<file path="config.mk">
export PLATFORM = sky130hd
export DESIGN_NAME = qpos_counters
export DESIGN_NICKNAME = d
export VERILOG_FILES = /design/src/rtl/qpos_pkg.sv /design/src/rtl/qpos_axis.sv /design/src/rtl/qpos_dirdec.sv /design/src/rtl/qpos_counters.sv
export SDC_FILE = /design/constraint.sdc
export NUM_CORES = 1
export LEC_CHECK = 0
export BUFFER_PORTS_ARGS = -buffer_cell sky130_fd_sc_hd__buf_2
export CORE_AREA = 2 2 109 111
export DETAILED_ROUTE_END_ITERATION = 8
export DIE_AREA = 0 0 111 113
export PLACE_DENSITY = 0.49
export SYNTH_ARGS = -nofsm -noshare
export SYNTH_HDL_FRONTEND = slang
export SYNTH_HIERARCHICAL = 1
export SYNTH_SLANG_ARGS = --single-unit
</file>
<file path="constraint.sdc">
create_clock -name clk -period 2.3 [get_ports clk]
set_clock_uncertainty 0.1 [all_clocks]
set_input_delay 0 -clock clk [delete_from_list [all_inputs] [get_ports clk]]
set_output_delay 0 -clock clk [all_outputs]
set_load 0.03 [all_outputs]
</file>
<file path="src/rtl/qpos_pkg.sv">
package qpos_pkg;

    // Registered quadrature phase, encoded as {b,a}
    typedef enum logic [1:0] {
        PH_00 = 2'b00,
        PH_01 = 2'b01,
        PH_11 = 2'b11,
        PH_10 = 2'b10
    } phase_e;

    // Transition taken from the previous phase to the newest sample
    typedef enum logic [1:0] {
        STEP_HOLD = 2'd0,
        STEP_UP   = 2'd1,
        STEP_DOWN = 2'd2,
        STEP_BAD  = 2'd3
    } step_e;

    function automatic phase_e phase_fwd(input phase_e p);
        unique case (p)
            PH_00: phase_fwd = PH_01;
            PH_01: phase_fwd = PH_11;
            PH_11: phase_fwd = PH_10;
            PH_10: phase_fwd = PH_00;
        endcase
    endfunction

    function automatic phase_e phase_rev(input phase_e p);
        unique case (p)
            PH_00: phase_rev = PH_10;
            PH_10: phase_rev = PH_11;
            PH_11: phase_rev = PH_01;
            PH_01: phase_rev = PH_00;
        endcase
    endfunction

endpackage

</file>
<file path="src/rtl/qpos_axis.sv">
module qpos_axis
    import qpos_pkg::*;
#(
    parameter int CNT_W = 6
) (
    input  logic               clk,
    input  logic               rst_n,
    input  logic [1:0]         pair_i,
    input  logic               ld_i,
    input  logic [CNT_W-1:0]   ld_val_i,
    output logic [CNT_W+1:0]   byte_o
);

    phase_e           cur_q;
    phase_e           prv_q;
    logic [CNT_W-1:0] cnt_q;
    step_e            step;

    // State register: sample, previous sample, count
    always_ff @(posedge clk) begin
        if (!rst_n) begin
            cur_q <= PH_00;
            prv_q <= PH_00;
            cnt_q <= '0;
        end else begin
            cur_q <= phase_e'(pair_i);
            prv_q <= cur_q;
            if (ld_i) begin
                cnt_q <= ld_val_i;
            end else begin
                unique case (step)
                    STEP_UP:   cnt_q <= cnt_q + CNT_W'(1);
                    STEP_DOWN: cnt_q <= cnt_q - CNT_W'(1);
                    STEP_HOLD,
                    STEP_BAD:  cnt_q <= cnt_q;
                endcase
            end
        end
    end

    // Transition decode
    always_comb begin
        if (cur_q == prv_q)                 step = STEP_HOLD;
        else if (cur_q == phase_fwd(prv_q)) step = STEP_UP;
        else if (cur_q == phase_rev(prv_q)) step = STEP_DOWN;
        else                                step = STEP_BAD;
    end

    // Output word
    always_comb begin
        byte_o = {cnt_q, 2'(cur_q)};
    end

    // low bits follow the registered pair
    p_raw_follow_r3: assert property (@(posedge clk) disable iff (!rst_n)
        rst_n |=> (2'(cur_q) == $past(pair_i)));

    // a test write wins over any step
    p_test_load_r5: assert property (@(posedge clk) disable iff (!rst_n)
        ld_i |=> (cnt_q == $past(ld_val_i)));

    // without a write the count moves by at most one
    p_step_unit_r2: assert property (@(posedge clk) disable iff (!rst_n)
        !ld_i |=> (cnt_q == $past(cnt_q) || cnt_q == $past(cnt_q) + CNT_W'(1)
                   || cnt_q == $past(cnt_q) - CNT_W'(1)));

    // a double change leaves the count alone
    p_double_ignored_r4: assert property (@(posedge clk) disable iff (!rst_n)
        (!ld_i && ((2'(cur_q) ^ 2'(prv_q)) == 2'b11)) |=> $stable(cnt_q));

endmodule

</file>
<file path="src/rtl/qpos_dirdec.sv">
module qpos_dirdec #(
    parameter int AXIS_W = 8
) (
    input  logic [AXIS_W-1:0] x_byte_i,
    input  logic [AXIS_W-1:0] y_byte_i,
    output logic              fwd_o,
    output logic              left_o,
    output logic              back_o,
    output logic              right_o
);

    always_comb begin
        fwd_o   = y_byte_i[1] ^ y_byte_i[0];
        left_o  = y_byte_i[1];
        back_o  = x_byte_i[1] ^ x_byte_i[0];
        right_o = x_byte_i[1];
    end

endmodule

</file>
<file path="src/rtl/qpos_counters.sv">
module qpos_counters #(
    parameter int PORTS  = 2,
    parameter int CNT_W  = 6,
    localparam int AXIS_W = CNT_W + 2,
    localparam int WORD_W = 2 * AXIS_W,
    localparam int LINE_W = 4 * PORTS,
    localparam int SEL_W  = (PORTS > 1) ? $clog2(PORTS) : 1
) (
    input  logic              clk,
    input  logic              rst_n,
    input  logic [LINE_W-1:0] quad_in,
    input  logic [SEL_W-1:0]  rd_sel,
    output logic [WORD_W-1:0] rd_data,
    input  logic              tst_wr,
    input  logic [WORD_W-1:0] tst_data,
    output logic [PORTS-1:0]  dir_fwd,
    output logic [PORTS-1:0]  dir_left,
    output logic [PORTS-1:0]  dir_back,
    output logic [PORTS-1:0]  dir_right
);

    logic [WORD_W-1:0] words [PORTS];

    for (genvar p = 0; p < PORTS; p++) begin : g_port
        logic [AXIS_W-1:0] x_byte;
        logic [AXIS_W-1:0] y_byte;

        qpos_axis #(.CNT_W(CNT_W)) i_x (
            .clk      (clk),
            .rst_n    (rst_n),
            .pair_i   (quad_in[4*p+1 : 4*p]),
            .ld_i     (tst_wr),
            .ld_val_i (tst_data[AXIS_W-1:2]),
            .byte_o   (x_byte)
        );

        qpos_axis #(.CNT_W(CNT_W)) i_y (
            .clk      (clk),
            .rst_n    (rst_n),
            .pair_i   (quad_in[4*p+3 : 4*p+2]),
            .ld_i     (tst_wr),
            .ld_val_i (tst_data[WORD_W-1:AXIS_W+2]),
            .byte_o   (y_byte)
        );

        qpos_dirdec #(.AXIS_W(AXIS_W)) i_dir (
            .x_byte_i (x_byte),
            .y_byte_i (y_byte),
            .fwd_o    (dir_fwd[p]),
            .left_o   (dir_left[p]),
            .back_o   (dir_back[p]),
            .right_o  (dir_right[p])
        );

        assign words[p] = {y_byte, x_byte};
    end

    // port word select
    always_comb begin
        rd_data = words[rd_sel];
    end

endmodule

</file>
==> impl_metrics.py <==
metrics = {
    "sta": {
        "grt_setup_unrepaired": "yes",
        "timing.slew.headroom_pct": 43.27,
        "fin_ws_ps": -6.835,
        "maxSlewViolCount": 0,
        "hold_violations": 0,
        "min_period_ps": 2307,
        "max_freq_mhz": 433.5,
        "timing.setup.tns_ps": -6.835,
        "setup_viol": 1,
        "worst_slew_pin_slew_ps": 851.0,
        "post-route-period-util_pct": 100.3,
    },
    "synthesis": {
        "ys_seq_elements": 40,
        "syn_inst": 362,
        "synth_top_area_share_pct": 25.69,
        "synth_area_leaders": "dfxtp_1 (26%), xor2_1 (5.6%), ha_1 (4.8%), mux2_4 (4.8%), and2_1 (4.0%)",
        "ys_warn_count": 6,
        "synthesis.nets": 402,
        "yosysTopAreaCell": "dfxtp_1",
        "mappedNetlistArea_um2": 3117,
        "syn_area_per_cell_um2": 8.610,
        "seq_area_frac_synth_pct": 25.69,
        "yosysUniqueCellTypes": 42,
    },
    "drt": {
        "drt-total-wl_um": 8289,
        "wl_met2_um": 4018,
        "route.detailed.drc": 0,
        "vias": 2994,
        "highest_layer": "met4",
        "firstDrtPassIters": 4,
        "vias_per_cell": 5.144,
        "wl_met3_um": 324,
        "ant_nets": 0,
        "wl_per_cell_um": 14.24,
        "drtIter0Drc": 90,
        "wl_met1_um": 3893,
    },
    "critical_path": {
        "r2r_start": "g_port[0].i_x/prv_q[1]$_SDFF_PN0_",
        "critPathKind": "flop to flop",
        "critPathLaunchType": "flop",
        "reg2regPathDepth": 10,
        "rr_endpoint": "g_port[0].i_x/cnt_q[4]$_SDFFE_PN0P_",
        "required_ps": 2430,
        "crit_path_end_kind": "flop",
        "cp.arrival_ps": 2430,
        "rrSetupSlack_ps": -7,
        "crit_path_max_fanout": 6,
    },
    "global_route": {
        "antenna_found_initial": 0,
        "grt_pass1_wl_um": 13500,
        "grt_pass1_vias": 2847,
        "grt_max_degree": 53,
        "grt.overflow.total": 0,
        "grt_use_total_pct": 12.83,
    },
    "worst_hold_path": {
        "hp-class": "input pin to flop",
        "min_to": "g_port[1].i_x/cnt_q[4]$_SDFFE_PN0P_",
        "whs_path_depth": 4,
        "worstHoldStart": "tst_data[6]",
    },
    "die": {
        "num_io_pins": 52,
        "die_y_um": 113,
        "rows": 39,
        "fp.coreArea_um2": 11270,
        "die_w_um": 111,
        "start_util_pct": 27.65,
        "dieArea_um2": 12540,
    },
    "status": {
        "outcome": "finished, violations left",
        "violations": "setup timing",
    },
    "power": {
        "power_density_nw_per_um2": 569.8,
        "leakage_nw": 1.828,
        "irDropWorstVdd_v": 0.0002988,
        "total_power_mw": 2.415,
    },
    "layout": {
        "fin_area_um2": 4239,
        "antenna_cells": 0,
        "layout_common_cells": "buf_2 (47), dfxtp_1 (28), buf_4 (22), nand3_1 (20), and2_1 (20)",
        "area_growth_pct": 36.01,
        "final_common_cell": "buf_2",
        "drive_above_1_share_pct": 40.09,
        "nFillCells": 1158,
        "nets": 479,
    },
    "placement": {
        "hpwl_um": 5571,
        "gp_congestion": 0.7998,
        "place_area_um2": 3520,
        "port_buffers": 47,
    },
    "clocking": {
        "htreeDepth": 2,
        "clock-sinks": 40,
        "clkLatencyLatePin_ps": 270,
        "cts-root-buf": "clkbuf_16",
        "clk_pin_slew_ps": 60,
        "clockBufferDepth": 2,
        "numCtsBuffers": 5,
        "tritoncts": "yes",
    },
    "run": {
        "drv_cap": 0,
    },
}
[cells in the mapped netlist, drive strengths merged]
cell type,n
a2111oi,4
a211oi,8
a21o,4
a21oi,20
a221o,4
a31oi,8
a41o,4
and2,20
and3,4
and3b,4
and4b,4
buf,14
clkbuf,8
dfxtp,40
ha,12
inv,8
mux2,16
mux2i,4
nand2,12
nand3,20
nand3b,4
nor2,20
nor2b,20
nor3,4
nor3b,8
nor4b,4
o211a,4
o211ai,8
o21ai,24
o31a,4
o31ai,4
or2b,4
or3,8
or3b,4
or4,4
xor2,20
[registers in the layout, indices dropped and copies added, names as in the netlist]
register and count:
g_port.i_x/prv_q 4, g_port.i_x/cur_q 4, g_port.i_x/cnt_q 12, g_port.i_y/prv_q 4
g_port.i_y/cur_q 4, g_port.i_y/cnt_q 12
[power by group]
group | internal (mW) | switching [mW]
clock | 0.394 | 0.274
combinational | 0.426 | 0.441
sequential | 0.753 | 0.128
total | 1.57 | 0.843
[layer usage]
metal  vias to the layer above  global-route usage (%)
met2                        61                   21.80
li1                       1486                       -
met3                         4                   2.839
met4                         0                   1.917
met5                         -                       0
met1                      1443                   17.12
[metrics by stage]
step           util, %  instances  setup WS [ps]  hold slack (ps)
2_1_floorplan        -        362          15.37            27.22
6_report         37.61        582         -6.835            17.96
3_5_place_dp     31.22        546         -53.96            110.9
4_1_cts          34.62        572          1.778            9.297
3_3_place_gp     31.22        546         -20.16            110.6
5_1_grt          37.61        582         -107.2            33.52
[worst max-delay path: stages, from the launching register on]
cell     delay [ps]
dfxtp_4         370
nor2b_4         130
o21ai_2         170
o31ai_4          90
ha_2            210
xor2_1          140
ha_2            200
and4b_1         170
a221o_1         270
or3_1           310
nand3_1          90
[timing repair]
| action | CTS | global route |
|---|---|---|
| endpoints found under the hold margin | 27 | 0 |
| buffers inserted | 0 | 11 |
| endpoints found under the setup margin | 10 | 16 |
| pin swaps | 9 | 26 |
| hold buffers | 19 | 0 |
| resized for setup | 15 | 63 |
[worst max-delay path by stage]
| stage | startpoint | endpoint | cells past startpoint |
|---|---|---|---|
| 4_1_cts | g_port[0].i_y/prv_q[1]$_SDFF_PN0_ | g_port[0].i_y/cnt_q[5]$_SDFFE_PN0P_ | 9 |
| 5_1_grt | g_port[0].i_x/prv_q[1]$_SDFF_PN0_ | g_port[0].i_x/cnt_q[2]$_SDFFE_PN0P_ | 10 |
| 2_1_floorplan | g_port[1].i_y/prv_q[1]$_SDFF_PN0_ | g_port[1].i_y/cnt_q[4]$_SDFFE_PN0P_ | 10 |
| 3_3_place_gp | g_port[1].i_y/prv_q[1]$_SDFF_PN0_ | g_port[1].i_y/cnt_q[5]$_SDFFE_PN0P_ | 8 |
| 3_5_place_dp | g_port[0].i_y/prv_q[1]$_SDFF_PN0_ | g_port[0].i_y/cnt_q[5]$_SDFFE_PN0P_ | 8 |
| 6_report | g_port[0].i_x/prv_q[1]$_SDFF_PN0_ | g_port[0].i_x/cnt_q[4]$_SDFFE_PN0P_ | 10 |
[cells by family after synthesis]
logic type | count (synthesis) | synth area share (%)
buffers and inverters | 30 | 5.982
muxes | 20 | 8.270
DFF | 40 | 25.69
AOI/OAI and AO/OA | 96 | 21.20
and+or+nand+nor | 144 | 28.42
adders and majority gates | 12 | 4.817
xor gates and xnor gates | 20 | 5.620
[area by class of cell]
class | instances | area [um^2] | area share [%]
clock inverters | 2 | 12.51 | 0.2952
multi-input cells | 292 | 2429 | 57.29
repair buffers | 92 | 635.6 | 14.99
inverters | 8 | 30.03 | 0.7084
flip-flops and latches | 40 | 828.3 | 19.54
clock buffers | 5 | 125.1 | 2.952
well taps | 143 | 178.9 | 4.221
No activity file was read; power rests on OpenSTA's default activity.
